--- src/rtl/acc_alu_pkg.sv ---
package acc_alu_pkg;

  localparam int OP_W   = 5;
  localparam int FLAG_W = 4;

  typedef enum logic [OP_W-1:0] {
    OP_ADD = 5'd0,
    OP_SUB = 5'd1,
    OP_CMP = 5'd2,
    OP_TST = 5'd3,
    OP_INC = 5'd4,
    OP_DEC = 5'd5,
    OP_AND = 5'd6,
    OP_OR  = 5'd7,
    OP_XOR = 5'd8,
    OP_COM = 5'd9,
    OP_ASL = 5'd10,
    OP_ASR = 5'd11,
    OP_LSR = 5'd12,
    OP_ROL = 5'd13,
    OP_ROR = 5'd14,
    OP_SEC = 5'd15,
    OP_CLC = 5'd16,
    OP_SEV = 5'd17,
    OP_CLV = 5'd18,
    OP_TAP = 5'd19
  } alu_op_e;

  typedef struct packed {
    logic n;
    logic z;
    logic v;
    logic c;
  } flags_t;

endpackage

--- src/rtl/acc_alu_rst_sync.sv ---
module acc_alu_rst_sync #(
  parameter int STAGES = 2
) (
  input  logic clk_i,
  input  logic rst_n_i,
  output logic rst_sync_n_o
);

  logic [STAGES-1:0] sync_q;
  logic [STAGES-1:0] sync_d;

  always_comb begin
    sync_d = {sync_q[STAGES-2:0], 1'b1};
  end

  always_ff @(posedge clk_i or negedge rst_n_i) begin
    if (!rst_n_i) begin
      sync_q <= '0;
    end else begin
      sync_q <= sync_d;
    end
  end

  assign rst_sync_n_o = sync_q[STAGES-1];

endmodule

--- src/rtl/acc_alu_arith.sv ---
module acc_alu_arith
  import acc_alu_pkg::*;
#(
  parameter int W  = 16,
  parameter int NW = 8
) (
  input  alu_op_e        op_i,
  input  logic           wide_i,
  input  logic [W-1:0]   xm_i,
  input  logic [W-1:0]   mm_i,
  input  logic [W-1:0]   mask_i,
  output logic [W-1:0]   r_o,
  output logic           v_o,
  output logic           c_o
);

  logic           sub;
  logic [W-1:0]   opnd_b;
  logic [W-1:0]   raw;
  logic           xs;
  logic           bs;
  logic           rs;

  always_comb begin
    sub    = 1'b0;
    opnd_b = mm_i;
    case (op_i)
      OP_SUB, OP_CMP: sub = 1'b1;
      OP_TST: begin
        sub    = 1'b1;
        opnd_b = '0;
      end
      OP_INC: opnd_b = W'(1);
      OP_DEC: begin
        sub    = 1'b1;
        opnd_b = W'(1);
      end
      default: ;
    endcase
  end

  always_comb begin
    raw = sub ? (xm_i - opnd_b) : (xm_i + opnd_b);
    r_o = raw & mask_i;
    xs  = wide_i ? xm_i[W-1]   : xm_i[NW-1];
    bs  = wide_i ? opnd_b[W-1] : opnd_b[NW-1];
    rs  = wide_i ? r_o[W-1]    : r_o[NW-1];
    if (sub) begin
      v_o = (xs & ~bs & ~rs) | (~xs & bs & rs);
      c_o = (~xs & bs) | (bs & rs) | (rs & ~xs);
    end else begin
      v_o = (xs & bs & ~rs) | (~xs & ~bs & rs);
      c_o = (xs & bs) | (bs & ~rs) | (~rs & xs);
    end
  end

endmodule

--- src/rtl/acc_alu_logic.sv ---
module acc_alu_logic
  import acc_alu_pkg::*;
#(
  parameter int W = 16
) (
  input  alu_op_e        op_i,
  input  logic [W-1:0]   xm_i,
  input  logic [W-1:0]   mm_i,
  input  logic [W-1:0]   mask_i,
  output logic [W-1:0]   r_o
);

  always_comb begin
    case (op_i)
      OP_AND:  r_o = xm_i & mm_i;
      OP_OR:   r_o = xm_i | mm_i;
      OP_XOR:  r_o = xm_i ^ mm_i;
      OP_COM:  r_o = ~xm_i & mask_i;
      default: r_o = '0;
    endcase
  end

endmodule

--- src/rtl/acc_alu_shift.sv ---
module acc_alu_shift
  import acc_alu_pkg::*;
#(
  parameter int W  = 16,
  parameter int NW = 8
) (
  input  alu_op_e        op_i,
  input  logic           wide_i,
  input  logic           cin_i,
  input  logic [W-1:0]   xm_i,
  input  logic [W-1:0]   mask_i,
  output logic [W-1:0]   r_o,
  output logic           c_o
);

  logic [W-1:0] left;
  logic [W-1:0] right;
  logic [W-1:0] top_bit;
  logic         xs;

  always_comb begin
    left    = (xm_i << 1) & mask_i;
    right   = xm_i >> 1;
    top_bit = wide_i ? (W'(1) << (W-1)) : (W'(1) << (NW-1));
    xs      = wide_i ? xm_i[W-1] : xm_i[NW-1];
  end

  always_comb begin
    r_o = '0;
    c_o = 1'b0;
    case (op_i)
      OP_ASL: begin
        r_o = left;
        c_o = xs;
      end
      OP_ASR: begin
        r_o = right | (xs ? top_bit : '0);
        c_o = xm_i[0];
      end
      OP_LSR: begin
        r_o = right;
        c_o = xm_i[0];
      end
      OP_ROL: begin
        r_o = left | W'(cin_i);
        c_o = xs;
      end
      OP_ROR: begin
        r_o = right | (cin_i ? top_bit : '0);
        c_o = xm_i[0];
      end
      default: ;
    endcase
  end

endmodule

--- src/rtl/acc_alu_flagmux.sv ---
module acc_alu_flagmux
  import acc_alu_pkg::*;
#(
  parameter int W  = 16,
  parameter int NW = 8
) (
  input  alu_op_e        op_i,
  input  logic           wide_i,
  input  logic [W-1:0]   xm_i,
  input  flags_t         cur_i,
  input  logic [W-1:0]   ar_r_i,
  input  logic           ar_v_i,
  input  logic           ar_c_i,
  input  logic [W-1:0]   lg_r_i,
  input  logic [W-1:0]   sh_r_i,
  input  logic           sh_c_i,
  output logic [W-1:0]   r_o,
  output logic           wr_o,
  output flags_t         nxt_o
);

  logic upd_nz;
  logic xs;
  logic shs;

  always_comb begin
    xs  = wide_i ? xm_i[W-1]   : xm_i[NW-1];
    shs = wide_i ? sh_r_i[W-1] : sh_r_i[NW-1];
  end

  always_comb begin
    nxt_o  = cur_i;
    r_o    = '0;
    wr_o   = 1'b0;
    upd_nz = 1'b0;
    case (op_i)
      OP_ADD, OP_SUB, OP_CMP, OP_TST: begin
        r_o     = ar_r_i;
        wr_o    = (op_i == OP_ADD) || (op_i == OP_SUB);
        nxt_o.v = ar_v_i;
        nxt_o.c = ar_c_i;
        upd_nz  = 1'b1;
      end
      OP_INC, OP_DEC: begin
        r_o     = ar_r_i;
        wr_o    = 1'b1;
        nxt_o.z = (ar_r_i == '0);
      end
      OP_AND, OP_OR, OP_XOR, OP_COM: begin
        r_o     = lg_r_i;
        wr_o    = 1'b1;
        nxt_o.v = 1'b0;
        upd_nz  = 1'b1;
      end
      OP_ASL, OP_ASR, OP_LSR, OP_ROL, OP_ROR: begin
        r_o     = sh_r_i;
        wr_o    = 1'b1;
        nxt_o.c = sh_c_i;
        nxt_o.v = shs ^ xs;
        upd_nz  = 1'b1;
      end
      OP_SEC: nxt_o.c = 1'b1;
      OP_CLC: nxt_o.c = 1'b0;
      OP_SEV: nxt_o.v = 1'b1;
      OP_CLV: nxt_o.v = 1'b0;
      OP_TAP: nxt_o = flags_t'(xm_i[FLAG_W-1:0]);
      default: ;
    endcase
    if (upd_nz) begin
      nxt_o.n = wide_i ? r_o[W-1] : r_o[NW-1];
      nxt_o.z = (r_o == '0);
    end
  end

endmodule

--- src/rtl/acc_alu_ccr.sv ---
module acc_alu_ccr
  import acc_alu_pkg::*;
#(
  parameter int W  = 16,
  parameter int NW = 8
) (
  input  logic                clk_i,
  input  logic                rst_n_i,
  input  logic                en_i,
  input  logic [OP_W-1:0]     op_i,
  input  logic                wide_i,
  input  logic [W-1:0]        x_i,
  input  logic [W-1:0]        m_i,
  output logic [W-1:0]        r_o,
  output logic                wr_o,
  output logic                n_o,
  output logic                z_o,
  output logic                v_o,
  output logic                c_o,
  output logic [FLAG_W-1:0]   ccr_o
);

  logic           rst_sync_n;
  logic [W-1:0]   mask;
  logic [W-1:0]   xm;
  logic [W-1:0]   mm;
  alu_op_e        op;
  flags_t         ccr_q;
  flags_t         ccr_d;
  logic [W-1:0]   ar_r;
  logic           ar_v;
  logic           ar_c;
  logic [W-1:0]   lg_r;
  logic [W-1:0]   sh_r;
  logic           sh_c;

  acc_alu_rst_sync #(.STAGES(2)) i_rst_sync (
    .clk_i        (clk_i),
    .rst_n_i      (rst_n_i),
    .rst_sync_n_o (rst_sync_n)
  );

  generate
    if (W > NW) begin : g_split
      assign mask = wide_i ? {W{1'b1}} : {{(W-NW){1'b0}}, {NW{1'b1}}};
    end else begin : g_flat
      assign mask = {W{1'b1}};
    end
  endgenerate

  always_comb begin
    op = alu_op_e'(op_i);
    xm = x_i & mask;
    mm = m_i & mask;
  end

  acc_alu_arith #(.W(W), .NW(NW)) i_arith (
    .op_i   (op),
    .wide_i (wide_i),
    .xm_i   (xm),
    .mm_i   (mm),
    .mask_i (mask),
    .r_o    (ar_r),
    .v_o    (ar_v),
    .c_o    (ar_c)
  );

  acc_alu_logic #(.W(W)) i_logic (
    .op_i   (op),
    .xm_i   (xm),
    .mm_i   (mm),
    .mask_i (mask),
    .r_o    (lg_r)
  );

  acc_alu_shift #(.W(W), .NW(NW)) i_shift (
    .op_i   (op),
    .wide_i (wide_i),
    .cin_i  (ccr_q.c),
    .xm_i   (xm),
    .mask_i (mask),
    .r_o    (sh_r),
    .c_o    (sh_c)
  );

  acc_alu_flagmux #(.W(W), .NW(NW)) i_flagmux (
    .op_i   (op),
    .wide_i (wide_i),
    .xm_i   (xm),
    .cur_i  (ccr_q),
    .ar_r_i (ar_r),
    .ar_v_i (ar_v),
    .ar_c_i (ar_c),
    .lg_r_i (lg_r),
    .sh_r_i (sh_r),
    .sh_c_i (sh_c),
    .r_o    (r_o),
    .wr_o   (wr_o),
    .nxt_o  (ccr_d)
  );

  always_ff @(posedge clk_i or negedge rst_sync_n) begin
    if (!rst_sync_n) begin
      ccr_q <= '0;
    end else if (en_i) begin
      ccr_q <= ccr_d;
    end
  end

  assign n_o   = ccr_d.n;
  assign z_o   = ccr_d.z;
  assign v_o   = ccr_d.v;
  assign c_o   = ccr_d.c;
  assign ccr_o = ccr_q;

endmodule

--- config.mk ---
export PLATFORM = sky130hd
export DESIGN_NAME = acc_alu_ccr
export DESIGN_NICKNAME = d
export VERILOG_FILES = /design/src/rtl/acc_alu_pkg.sv /design/src/rtl/acc_alu_rst_sync.sv /design/src/rtl/acc_alu_arith.sv /design/src/rtl/acc_alu_logic.sv /design/src/rtl/acc_alu_shift.sv /design/src/rtl/acc_alu_flagmux.sv /design/src/rtl/acc_alu_ccr.sv
export SDC_FILE = /design/constraint.sdc
export NUM_CORES = 1
export LEC_CHECK = 0
export ABC_AREA = 1
export ABC_CLOCK_PERIOD_IN_PS = 3100
export BUFFER_PORTS_ARGS = -buffer_cell sky130_fd_sc_hd__buf_2
export CELL_PAD_IN_SITES_DETAIL_PLACEMENT = 1
export CELL_PAD_IN_SITES_GLOBAL_PLACEMENT = 1
export CORE_MARGIN = 5
export CORE_UTILIZATION = 35
export DETAILED_ROUTE_END_ITERATION = 8
export MAX_ROUTING_LAYER = met4
export PLACE_DENSITY_LB_ADDON = 0.1
export SLEW_MARGIN = 20
export SYNTH_ARGS = -nofsm -noshare
export SYNTH_HDL_FRONTEND = slang
export SYNTH_SLANG_ARGS = --single-unit
export TNS_END_PERCENT = 30
--- constraint.sdc ---
create_clock -name clk_i -period 3.1 [get_ports clk_i]
set_clock_uncertainty 0.05 [all_clocks]
set_input_delay 0.155 -clock clk_i [delete_from_list [all_inputs] [get_ports clk_i]]
set_output_delay 0.155 -clock clk_i [all_outputs]
set_load 0.03 [all_outputs]
# [Word level (Yosys, flattened, before mapping)]
# Cells that the tools add are included.
[totals] regBits=6 input_bits=41 out_inout_bits=25 wordCells=100
[op_classes] add_sub_neg=2 eq_ne=19 muxes=25 bitwise=34 reduce_logical=15
[ops] operator="AND 16 bit" n=6
[ops] operator="two-way mux 16 bit" n=5
[ops] operator="case mux 16 bit (5 select lines)" n=1
[ops] operator="case mux 16 bit (4 select lines)" n=1
[ops] operator="case mux 16 bit (3 select lines)" n=1
[ops] operator="== test 5 x 4 -> 1 bit (second input constant)" n=8
[ops] operator="logical NOT 16 bit" n=2
[ops] operator="bitwise OR 15 x 16 -> 16 bit" n=2
[ops] operator="case mux 16 bit (2 select lines)" n=1
[ops] operator="== test 5 x 3 -> 1 bit (second input constant)" n=4
[ops] operator="== test 5 bit (second input constant)" n=4
[ops] operator="adder 16 bit" n=1
[ops] operator="NOT 16 bit" n=1
[ops] operator="bitwise OR 16 x 1 -> 16 bit" n=1
[ops] operator="bitwise OR 16 bit" n=1
[ops] operator="subtractor 16 bit" n=1
[ops] operator="XOR 16 bit" n=1
[ops] operator="OR reduction 13 bit" n=1
[ops] operator="AND 1 bit" n=12
[ops] operator="OR reduction 4 bit" n=3
[ops] operator="OR reduction 11 bit" n=1
[ops] operator="== test 5 x 2 -> 1 bit (second input constant)" n=2
[ops] operator="two-way mux 1 bit" n=10
[ops] operator="case mux 1 bit (5 select lines)" n=2
[ops] operator="12 further kinds" n=23

# [Longest topological paths before layout]
# Gate-level depths: netlist of run 1.
[logic_depth] depth_word=13 mapped_depth=31

# [By module]
# From an unflattened synthesis of run 1, not the netlist that was laid out.
[unflattened] hier_cells=825 hier_area_um2=4419.2
[by_module_without_submodules] mod="acc_alu_arith" n_inst=1 cells_per_inst=254 area_each_um2=1436.4
[by_module_without_submodules] mod="acc_alu_logic" n_inst=1 cells_per_inst=262 area_each_um2=1386.3
[by_module_without_submodules] mod="acc_alu_flagmux" n_inst=1 cells_per_inst=172 area_each_um2=857.1
[by_module_without_submodules] mod="acc_alu_shift" n_inst=1 cells_per_inst=82 area_each_um2=369.1
[by_module_without_submodules] mod="acc_alu_ccr" n_inst=1 cells_per_inst=52 area_each_um2=316.6
[by_module_without_submodules] mod="acc_alu_rst_sync" n_inst=1 cells_per_inst=3 area_each_um2=53.8

# [Worst setup path after synthesis of run 1]
# OpenSTA, ideal clock, no wires.
[synth_path] path_kind="input-to-reg" startpoint="in op_i[1]" endpoint="reg ccr_q (netlist bit ccr_o[2])" t_arrival_ps=4020 required_time_ps=2931 path_slack_ps=-1088 path_stages=27 path_buffers=1 path_cell_list="buf_4 > nand2_4 > nor2_4 > nand2_4 > nand2_1 > nand2_1 > inv_1 > ha_1 > nand4_1 > nor3_1 > nor2_1 > xor2_1 > inv_1 > ha_1 > nand2_1 > inv_1 > nor2_1 > or2_2 > o21ai_0 > or2_2 > nand2_1 > o21ai_0 > nor2_1 > nand3_1 > nand2_1 > nand2_1 > nand2_1"
[synth_between] elab_chain_cells=9 elab_cells_between_ends=36
[synth_rtl] item="from (decl)" line="acc_alu_ccr.sv:10" rtl="input logic [OP_W-1:0] op_i,"
[synth_rtl] item="== test 5 x 3 -> 1 bit" line="acc_alu_arith.sv:27, acc_alu_flagmux.sv:36"
[synth_rtl] item="OR reduction 2 bit (no line)"
[synth_rtl] item="case mux 16 bit (2 select lines)" line="acc_alu_arith.sv:27" rtl="case (op_i)"
[synth_rtl] item="adder 16 bit or subtractor 16 bit (tied branches)" line="acc_alu_arith.sv:43" rtl="raw = sub ? (xm_i - opnd_b) : (xm_i + opnd_b);"
[synth_rtl] item="two-way mux 16 bit" line="acc_alu_arith.sv:43"
[synth_rtl] item="AND 16 bit" line="acc_alu_arith.sv:44" rtl="r_o = raw & mask_i;"
[synth_rtl] item="case mux 16 bit (3 select lines) (*)" line="acc_alu_flagmux.sv:36" rtl="case (op_i)"
[synth_rtl] item="via r_o[12]" line="acc_alu_ccr.sv:14" rtl="output logic [W-1:0] r_o,"
[synth_rtl] item="logical NOT 16 bit (*)" line="acc_alu_flagmux.sv:71" rtl="nxt_o.z = (r_o == '0);"
[synth_rtl] item="two-way mux 2 bit (*)" line="acc_alu_flagmux.sv:69" rtl="if (upd_nz) begin"
[synth_rtl] item="via z_o" line="acc_alu_ccr.sv:17" rtl="output logic z_o,"
[synth_rtl] item="to (signal assigned)" line="acc_alu_ccr.sv:106" rtl="ccr_q <= ccr_d;"
[synth_rtl] item="to (decl)" line="acc_alu_ccr.sv:28" rtl="flags_t ccr_q;"
# The timed path passes the listed nets; every way through them passes the cells marked *.
# A chain may end at the register's enable or synchronous reset.

# [Worst setup path after layout of run 1]
[layout_path] startpoint="in op_i[1]" endpoint="out z_o"
[layout_between] elab_chain_cells=9 elab_cells_between_ends=36
[layout_rtl] item="== test 5 x 3 -> 1 bit" line="acc_alu_arith.sv:27, acc_alu_flagmux.sv:36"
[layout_rtl] item="OR reduction 2 bit (no line)"
[layout_rtl] item="case mux 16 bit (2 select lines)" line="acc_alu_arith.sv:27"
[layout_rtl] item="adder 16 bit or subtractor 16 bit (tied branches)" line="acc_alu_arith.sv:43"
[layout_rtl] item="two-way mux 16 bit" line="acc_alu_arith.sv:43"
[layout_rtl] item="AND 16 bit" line="acc_alu_arith.sv:44"
[layout_rtl] item="case mux 16 bit (3 select lines) or logical NOT 16 bit (tied branches)" line="acc_alu_flagmux.sv:36, acc_alu_flagmux.sv:47"
[layout_rtl] item="logical NOT 16 bit or case mux 1 bit (2 select lines) (tied branches)" line="acc_alu_flagmux.sv:71, acc_alu_flagmux.sv:36"
[layout_rtl] item="two-way mux 2 bit (*)" line="acc_alu_flagmux.sv:69"
[layout_rtl] item="to (decl)" line="acc_alu_ccr.sv:17"
# Mark *: on every way between the ends. The rest lies on a longest branch, timed or not.

==> results of run 1 <==
## registers in the layout, indices dropped and copies added, names as in the netlist
| register | flops |
|---|---|
| ccr_o | 4 |
| i_rst_sync.sync_q | 2 |
## cells in the mapped netlist (2+ instances only)
| library cell | instances |
|---|---|
| o221ai_1 | 2 |
| dfrtp_1 | 6 |
| a41oi_1 | 2 |
| o21ai_0 | 39 |
| a2111oi_0 | 2 |
| o22ai_1 | 4 |
| o21ai_1 | 2 |
| xor2_1 | 8 |
| o21bai_1 | 4 |
| inv_2 | 2 |
| buf_2 | 5 |
| o21ai_2 | 2 |
| o211ai_1 | 3 |
| ha_1 | 48 |
| a31oi_1 | 3 |
| buf_6 | 2 |
| clkinv_1 | 2 |
| inv_1 | 120 |
| nand2_1 | 194 |
| nand2_4 | 3 |
| a21o_1 | 3 |
| nand3b_1 | 4 |
| buf_4 | 3 |
| nor2_1 | 80 |
| nor2_2 | 6 |
| or2_2 | 4 |
| nand4_1 | 11 |
| a21oi_1 | 22 |
| nor3_1 | 6 |
| xnor2_1 | 8 |
| nand3_1 | 60 |
| o31ai_1 | 2 |
## cell type report
cell class | count | area [um^2] | share of cell area
multi-input cells | 534 | 3440 | 0.569
repair buffers | 241 | 1780 | 0.293
inverters | 124 | 473 | 0.0781
well taps | 136 | 170 | 0.0281
flip-flops and latches | 6 | 150 | 0.0248
clock buffers | 3 | 41.3 | 0.00682
## where the power goes
group	switching (uW)	total [uW]	internal [uW]	leakage [uW]
combinational	803	1410	612	0.00341
sequential	16.5	106	89.8	0.0000759
clock	31.8	115	83.3	0.0000216
## routing by layer
layer  wire length, um  vias up  part of all wire
met3               918       79             0.045
met4               941        0             0.047
met1              8180     2704              0.40
li1                  -     2626                 -
met2             10200      208              0.50
met5                 0        -                 0
## cells by family (layout without fill, tap and decap cells)
group / Yosys count / count (layout) / synth area share
compound gates: 94 / 94 / 0.156
fa+ha+maj: 49 / 49 / 0.171
buf+inv: 136 / 368 / 0.150
flops: 6 / 6 / 0.0414
other cells: 1 / 1 / 0.00103
xor+xnor: 16 / 16 / 0.0387
simple gates: 374 / 374 / 0.442
## per-stage QoR
step | instance area, um^2 | setup TNS (ns)
final | 6050 | -8.71
after global routing | 6050 | -13.17
after CTS | 5950 | -6.77
after detailed placement | 5420 | -13.02
after global placement | 5420 | -10.61
after floorplan | 3820 | -2.72
## cells in the final DEF, fill, tap and decap left out, drive strengths merged, types with 3 or more instances in the layout
| cell | synthesis | routed |
|---|---|---|
| o211ai | 3 | 3 |
| nand2 | 198 | 198 |
| o22ai | 4 | 4 |
| nand3 | 61 | 61 |
| nand3b | 4 | 4 |
| a21oi | 22 | 22 |
| inv | 122 | 122 |
| nand4 | 11 | 11 |
| o21bai | 4 | 4 |
| clkbuf | 1 | 3 |
| or2 | 5 | 5 |
| ha | 48 | 48 |
| dfrtp | 6 | 6 |
| a31oi | 3 | 3 |
| buf | 11 | 240 |
| xnor2 | 8 | 8 |
| a21o | 3 | 3 |
| o21ai | 43 | 43 |
| nor3 | 6 | 6 |
| xor2 | 8 | 8 |
| nor2 | 87 | 87 |
## critical path, delay by kind of cell
family | cells | cell delay (ns)
simple gates | 22 | 2.46
fa+ha+maj | 2 | 0.44
buf+inv | 4 | 0.40
xor+xnor | 1 | 0.18
## timing repair
item / in CTS / in global routing
endpoints found under the hold margin: 2 / 0
pin swaps: 37 / 23
setup buffers: 12 / 3
hold buffers: 1 / 0
gates resized for setup: 94 / 26
setup endpoints to repair: 22 / 21
## worst max path at each step
stage,startpoint,to,slack [ns],cells past startpoint
2_1_floorplan,op_i[1],ccr_o[3]$_DFFE_PN0P_,-0.43,26
3_3_place_gp,op_i[4],z_o,-1.03,24
3_5_place_dp,op_i[4],z_o,-1.08,24
4_1_cts,op_i[1],n_o,-0.61,26
5_1_grt,op_i[1],n_o,-0.95,26
6_report,op_i[1],z_o,-0.73,29
==> impl_metrics.json, run 1 <==
{
  "async_flop_share": 1.00,
  "crit_arrival_ns": 3.63,
  "powerDensity_nw_per_um2": 270,
  "synth_cells": 676,
  "avgSynthCellArea_um2": 5.36,
  "max_clock_freq_mhz": 261,
  "hold_slack_ns": 0.0246,
  "path_class": "in -> out",
  "drt_iter0_markers": 344,
  "antennaDiodeCount": 0,
  "clk_pin_slew_ns": 0.04,
  "clockBufferDepth": 2,
  "busiest_layer": "met2",
  "grtUsageMet1": 0.377,
  "ys_ff_latch": 6,
  "antenna_found_initial": 0,
  "hold_path.class": "reg -> async",
  "required_ns": 2.89,
  "grtUsageMet2": 0.576,
  "reg2reg_slack_ns": 0.95,
  "syn_area_um2": 3620,
  "synth.area.top_cells": "nand2_1 (20%), ha_1 (17%), inv_1 (12%), nand3_1 (8.3%), nor2_1 (8.3%)",
  "power.total_uw": 1640,
  "start_util": 0.354,
  "fin_ws_ns": -0.731,
  "detail_route.wl_per_cell_um": 19.4,
  "slowest_stage": "ha_4",
  "worstSetupStartpointType": "primary input",
  "ys_warn_count": 0,
  "track_usage": 0.326,
  "core_um2": 10200,
  "synth_edf_count": 0,
  "dp.cells": 1025,
  "gp_congestion": 0.935,
  "rows": 37,
  "vias": 5617,
  "ff2ff_path_depth": 15,
  "h-tree-depth": 1,
  "maxSlewViolCount": 0,
  "cts_buffers": 3,
  "grt_pass1_vias": 6077,
  "violations": "setup timing",
  "io_buffers": 65,
  "dieHeight_um": 112,
  "instances_no_fill": 1044,
  "grt_max_degree": 17,
  "dr.pass1.iters": 5,
  "fin_util": 0.592,
  "relSlewSlack": 0.537,
  "cpPeakStageDelay_ns": 0.32,
  "drive_above_1_share": 0.387,
  "cp-end-kind": "output pin",
  "nFillCells": 1457,
  "area_delta_synth_final_pct": 67.0,
  "status": "complete, but fails checks",
  "final_antenna_net_count": 0,
  "cts_sinks": 6,
  "cts_root_buf": "clkbuf_8",
  "reg2reg_from": "ccr_o[0]$_DFFE_PN0P_",
  "grt_first_pass_wirelength_um": 32200,
  "synth_seq_area_share": 0.0414,
  "grt_overflow": 0,
  "place_ws_ns": -1.08,
  "ir_drop_uv": 208,
  "ys_types": 46,
  "path_max_fanout": 6,
  "routed_via_density": 5.38,
  "cts_tree": "built",
  "die_w_um": 112,
  "finalCriticalPeriod_ns": 3.83,
  "synth_top_area_frac": 0.201,
  "finalSetupViolations": 18,
  "fin_nets": 1000,
  "post-route-period-util": 1.24,
  "worstReg2RegEnd": "ccr_o[3]$_DFFE_PN0P_",
  "io_pins": 66,
  "rsz0062_at_grt": "yes",
  "synth_nets": 766,
  "timing.max_cap.violations": 0,
  "clk_latency_ns": 0.22,
  "power_leakage_uw": 0.00351,
  "ys.flop_type": "dfrtp_1",
  "drcViolationCount": 0,
  "wirelength_um": 20200,
  "path_common_cell": "nand2_4",
  "yosysTopAreaCell": "nand2_1",
  "worst_slew_pin_slew_ns": 0.694,
  "final_hold_viol_count": 0,
  "gr-usage-met3": 0.0310,
  "dp_hpwl_um": 15600,
  "dieArea_um2": 12500
}
Power figures use the tool's default switching activity.
==> run 2: changes to the inputs <==
--- a/config.mk
+++ b/config.mk
@@ -5,13 +5,12 @@
 export SDC_FILE = /design/constraint.sdc
 export NUM_CORES = 1
 export LEC_CHECK = 0
-export ABC_AREA = 1
 export ABC_CLOCK_PERIOD_IN_PS = 3100
 export BUFFER_PORTS_ARGS = -buffer_cell sky130_fd_sc_hd__buf_2
 export CELL_PAD_IN_SITES_DETAIL_PLACEMENT = 1
 export CELL_PAD_IN_SITES_GLOBAL_PLACEMENT = 1
 export CORE_MARGIN = 5
-export CORE_UTILIZATION = 35
+export CORE_UTILIZATION = 37
 export DETAILED_ROUTE_END_ITERATION = 8
 export MAX_ROUTING_LAYER = met4
 export PLACE_DENSITY_LB_ADDON = 0.1
==> run 2 against run 1 <==
Effect of this change: the run still ends with setup timing left; flip-flop and latch count is the same; synthesized area grew 3.5%; count of clock-buffer cells in the layout is the same; final area grew 6.8%; highest routed layer unchanged.
==> impl_metrics.json, run 2 <==
{
  "cpLargestDelayFamily": "simple AND/OR/NAND/NOR gates",
  "hold_path.class": "reg -> async",
  "clk_pin_slew_ns": 0.04,
  "io_buffers": 65,
  "io_pins": 66,
  "ir_drop_uv": 384,
  "synthMuxAreaShare": 0.00534,
  "synth_compound_area_frac": 0.362,
  "required_ns": 2.89,
  "largest_reg_flops": 4,
  "finalSetupViolations": 23,
  "wirelength_um": 25300,
  "layout_commonest_cell": "buf_4",
  "path_class": "in -> out",
  "timing.max_cap.violations": 0,
  "grt_pass1_vias": 6342,
  "relSlewSlack": 0.608,
  "clockBufferDepth": 2,
  "vias": 6354,
  "dieArea_um2": 12200,
  "detail_route.wl_per_cell_um": 25.7,
  "nFillCells": 1263,
  "fin_nets": 944,
  "violations": "setup timing",
  "clockPowerShare": 0.066,
  "async_flop_share": 1.00,
  "area_delta_synth_final_pct": 72.4,
  "core_um2": 9820,
  "routed_via_density": 6.45,
  "drcViolationCount": 0,
  "synth-xor-area-share": 0.0350,
  "finalCriticalPeriod_ns": 5.28,
  "rsz0062_at_grt": "yes",
  "worst_slew_pin_slew_ns": 0.586,
  "ff2ff_path_depth": 11,
  "drive_above_1_share": 0.458,
  "h-tree-depth": 1,
  "cts_tree": "built",
  "cts_sinks": 6,
  "track_usage": 0.352,
  "status": "complete, but fails checks",
  "powerDensity_nw_per_um2": 275,
  "dp_hpwl_um": 16600,
  "yosysTopAreaCell": "ha_1",
  "synth_edf_count": 0,
  "ys.flop_type": "dfrtp_1",
  "worstSetupStartpointType": "primary input",
  "reg2reg_slack_ns": -0.50,
  "cp_num_buf_inv": 3,
  "drt_iter0_markers": 673,
  "synth_cells": 572,
  "combPwrFrac": 0.875,
  "antennaDiodeCount": 0,
  "synth_nets": 662,
  "postLayoutCellArea_um2": 6460,
  "maxSlewViolCount": 0,
  "dr.pass1.iters": 6,
  "crit_arrival_ns": 5.08,
  "rows": 36,
  "slowest_stage": "or4b_4",
  "final_cell_mix": "buf_4 (238), nand2_1 (56), buf_2 (51)",
  "synthAdderAreaFrac": 0.168,
  "synthSimpleGateAreaFrac": 0.301,
  "antenna_found_initial": 0,
  "cp_cell_sequence": "buf_6, or4b_4, a211oi_4, buf_6, a21oi_2, nand3_1, o211ai_1, ha_1, nor2_2, a21oi_4, xor2_2, a2111o_1, or4b_4, or4_4, or4_4, a2111o_1, nand2_4, buf_6",
  "synth_top_family_by_area": "compound AO/OA/AOI/OAI gates",
  "switching_share": 0.510,
  "synth.area.top_cells": "ha_1 (16%), a21oi_1 (6.3%), nand2_1 (6.2%), nor2_1 (4.6%), inv_1 (4.4%)",
  "cp_num_cells": 18,
  "grt_overflow": 0,
  "yosysMostFrequentCell": "nand2_1",
  "post-route-period-util": 1.70,
  "power_frac_seq": 0.058,
  "post_dp_cell_area_um2": 5880,
  "p_sw_uw": 907,
  "gp_congestion": 0.935,
  "synthTopCellsByCount": "nand2_1 (62), ha_1 (48), a21oi_1 (47), nor2_1 (46), inv_1 (44)",
  "cts_buffers": 3,
  "grt_max_degree": 24,
  "path_common_cell": "buf_6",
  "ys_ff_latch": 6,
  "power.total_uw": 1780,
  "ys_types": 73,
  "fin_ws_ns": -2.18,
  "cp-end-kind": "output pin",
  "cpPeakStageDelay_ns": 0.54,
  "power_leakage_uw": 0.00323,
  "path_max_fanout": 4,
  "place_ws_ns": -2.17,
  "avgSynthCellArea_um2": 6.56,
  "intPower_uw": 872,
  "clk_latency_ns": 0.22,
  "dieHeight_um": 111,
  "final_antenna_net_count": 0,
  "cts_root_buf": "clkbuf_8",
  "final_hold_viol_count": 0,
  "max_clock_freq_mhz": 189,
  "syn_area_um2": 3750,
  "ys_warn_count": 0,
  "grt_first_pass_wirelength_um": 34800,
  "die_w_um": 111,
  "start_util": 0.382,
  "synth_top_area_frac": 0.160,
  "synth_seq_area_share": 0.0400
}
[run 2: timing repair]
item / CTS / global route
hold buffers: 1 / 0
pin swaps: 37 / 27
resized for setup: 65 / 19
setup buffers: 16 / 15
endpoints found under the setup margin: 23 / 23
endpoints found under the hold margin: 2 / 0
[run 2: kinds of logic (layout without fill, tap and decap cells)]
kind of cell	count (synthesis)	after routing
adder cells (fa/ha/maj)	50	50
multiplexers	2	2
buffers and inverters	77	357
other	1	1
AO/OA/AOI/OAI	199	199
flip-flops	6	6
AND/OR/NAND/NOR	222	222
XOR/XNOR	15	15
[run 2: power by group through the flow]
stage	sequential, uW	combinational [uW]	clock, uW
detailed placement	103	1230	0
global route	105	1620	124
CTS	103	1370	117
finish	104	1560	118
global placement	102	1180	0
floorplan	115	642	0
[run 2: path summary, 6_finish.rpt]
path,end,from
hold / removal,ccr_o[1]$_DFFE_PN0P_,i_rst_sync.sync_q[1]$_DFF_PN0_
min in group clk_i,ccr_o[3]$_DFFE_PN0P_,en_i
hold reg to reg,ccr_o[1]$_DFFE_PN0P_,i_rst_sync.sync_q[1]$_DFF_PN0_
setup reg to reg,ccr_o[2]$_DFFE_PN0P_,ccr_o[0]$_DFFE_PN0P_
setup / recovery,z_o,op_i[2]
max in group asynchronous,i_rst_sync.sync_q[0]$_DFF_PN0_,rst_n_i
[run 2: metrics by stage]
step / setup TNS, ns / util / std cells / hold slack [ns]
floorplan: -14.74 / - / 572 / -0.191
global placement: -20.91 / 0.598 / 954 / -0.111
detailed placement: -23.35 / 0.598 / 954 / -0.108
CTS: -21.80 / 0.641 / 971 / 0.0230
global route: -28.31 / 0.658 / 985 / 0.0391
finish: -26.11 / 0.658 / 985 / 0.0180
[run 2: area by class of cell]
type	count	area, um^2	area share
clock buffer	3	41.3	0.00639
tap	133	166	0.0257
inverter	44	165	0.0256
timing repair buffer	310	2290	0.354
multi-input combinational	489	3650	0.565
sequential	6	150	0.0232
[run 2: layer usage]
| metal | up-vias | track usage | share of wire |
|---|---|---|---|
| met2 | 453 | 0.609 | 0.48 |
| met5 | - | - | 0 |
| met4 | 0 | 0.105 | 0.063 |
| met3 | 166 | 0.0431 | 0.077 |
| met1 | 3032 | 0.428 | 0.38 |
| li1 | 2703 | - | - |
==> run 3: changes to the inputs <==
--- a/config.mk
+++ b/config.mk
@@ -14,6 +14,7 @@
 export DETAILED_ROUTE_END_ITERATION = 8
 export MAX_ROUTING_LAYER = met4
 export PLACE_DENSITY_LB_ADDON = 0.1
+export REMOVE_ABC_BUFFERS = 1
 export SLEW_MARGIN = 20
 export SYNTH_ARGS = -nofsm -noshare
 export SYNTH_HDL_FRONTEND = slang
==> run 3 against run 2 <==
Effect of this change: the run still ends with setup timing left; maximum frequency shrank 1.4%; utilization grew 2.3 points; register-to-register slack gained 0.08 ns; sequential share of layout area shrank 0.077 points; worst hold slack gained 0.0071 ns; power grew 12%; first-iteration DRC count grew 46%; sequential power is essentially flat; count of clock-buffer cells in the layout is the same; critical path type unchanged.
==> impl_metrics.json, run 3 (synthesis results as in run 2) <==
{
  "cts_buffers": 3,
  "finalCriticalPeriod_ns": 5.36,
  "drcViolationCount": 0,
  "largest_reg_flops": 4,
  "antennaDiodeCount": 0,
  "layout_commonest_cell": "buf_4",
  "relSlewSlack": 0.579,
  "path_max_fanout": 6,
  "max_clock_freq_mhz": 187,
  "grt_max_degree": 35,
  "worst_slew_pin_slew_ns": 0.626,
  "finalSetupViolations": 23,
  "final_hold_viol_count": 0,
  "powerDensity_nw_per_um2": 298,
  "clk_latency_ns": 0.24,
  "dr.pass1.iters": 6,
  "final_antenna_net_count": 0,
  "nFillCells": 1212,
  "cp-end-kind": "output pin",
  "grt_pass1_vias": 6960,
  "wirelength_um": 31800,
  "multi_input_area_um2": 3780,
  "seqCellArea_um2": 150,
  "vias": 7061,
  "clk_pin_slew_ns": 0.05,
  "antenna_found_initial": 0,
  "core_um2": 9820,
  "cpPeakStageDelay_ns": 0.59,
  "drt_iter0_markers": 983,
  "maxSlewViolCount": 0,
  "final_cell_mix": "buf_4 (242), nand2_1 (54), buf_2 (51)",
  "track_usage": 0.402,
  "path_class": "in -> out",
  "grt_overflow": 0,
  "fin_ws_ns": -2.26,
  "cts_tree": "built",
  "power.total_uw": 1990,
  "cts_root_buf": "clkbuf_8",
  "io_buffers": 65,
  "dieArea_um2": 12200,
  "worstSetupStartpointType": "primary input",
  "clockBufferDepth": 2,
  "dieHeight_um": 111,
  "slowest_stage": "or4_4",
  "gp_congestion": 0.948,
  "h-tree-depth": 1,
  "cp_cell_sequence": "buf_6, or4b_4, a211oi_4, buf_4, ha_4, a21oi_1, o21ai_0, o31a_1, ha_4, buf_4, inv_1, nor3_1, a311o_1, a311oi_1, buf_4, o2111a_2, o2111ai_1, or4_4, a2111o_1, nand2_1, buf_6",
  "dp_hpwl_um": 16500,
  "rows": 36,
  "cp_num_buf_inv": 6,
  "post-route-period-util": 1.73,
  "die_w_um": 111,
  "drive_above_1_share": 0.472,
  "timing.max_cap.violations": 0,
  "area_delta_synth_final_pct": 78.3,
  "path_common_cell": "buf_4",
  "cts_sinks": 6,
  "ir_drop_uv": 273,
  "detail_route.wl_per_cell_um": 32.0,
  "violations": "setup timing",
  "dp.cells": 953,
  "instances_no_fill": 994,
  "status": "complete, but fails checks",
  "power_leakage_uw": 0.00331,
  "io_pins": 66,
  "grt_first_pass_wirelength_um": 38900,
  "start_util": 0.382,
  "fin_nets": 953,
  "routed_via_density": 7.10,
  "fin_tns_setup_ns": -30.45,
  "required_ns": 2.89,
  "crit_arrival_ns": 5.15,
  "hold_path.class": "reg -> async",
  "rsz0062_at_grt": "yes",
  "cpLargestDelayFamily": "compound AO/OA/AOI/OAI gates"
}
==> run 3: report_power, final <==
part | internal (uW) | switching, uW
clock | 84.8 | 49.0
combinational | 746 | 1010
sequential | 90.3 | 12.1
==> run 3: worst paths after layout <==
kind	startpoint	end	slack, ns	cells past startpoint
worst max register to register	ccr_o[0]$_DFFE_PN0P_	ccr_o[2]$_DFFE_PN0P_	-0.42	11
worst max-delay path	op_i[4]	z_o	-2.26	21
worst min register to register	i_rst_sync.sync_q[1]$_DFF_PN0_	ccr_o[3]$_DFFE_PN0P_	0.03	0
worst min-delay path	i_rst_sync.sync_q[1]$_DFF_PN0_	ccr_o[3]$_DFFE_PN0P_	0.03	0
min in group clk_i	en_i	ccr_o[0]$_DFFE_PN0P_	0.21	2
max in group asynchronous	rst_n_i	i_rst_sync.sync_q[0]$_DFF_PN0_	2.71	2
==> run 3: metrics by stage <==
stage,area (um^2),hold WS (ns),worst slack (ns),util
floorplan,3590,-0.191,-2.03,-
global placement,5710,-0.110,-2.15,0.582
detailed placement,5710,-0.108,-2.29,0.582
CTS,6280,0.0150,-1.92,0.640
global route,6690,0.0543,-2.33,0.681
finish,6690,0.0251,-2.26,0.681
==> run 3: timing repair <==
item	in CTS	in global routing
hold buffers	1	0
pin swaps	42	34
setup endpoints to repair	23	23
hold endpoints to repair	2	0
setup buffers	18	22
resized for setup	97	46
==> run 3: metal layers <==
layer / GRT usage / vias to the layer above / part of all wire
li1: - / 2700 / -
met1: 0.461 / 3300 / 0.34
met2: 0.673 / 716 / 0.45
met3: 0.0600 / 345 / 0.11
met4: 0.218 / 0 / 0.11
met5: - / - / 0
==> run 3: area by class of cell <==
type                       count  share of cell area
clock buffer                   3             0.00618
timing repair buffer         319               0.356
sequential                     6              0.0225
tap                          133              0.0249
multi-input combinational    489               0.566
inverter                      44              0.0247
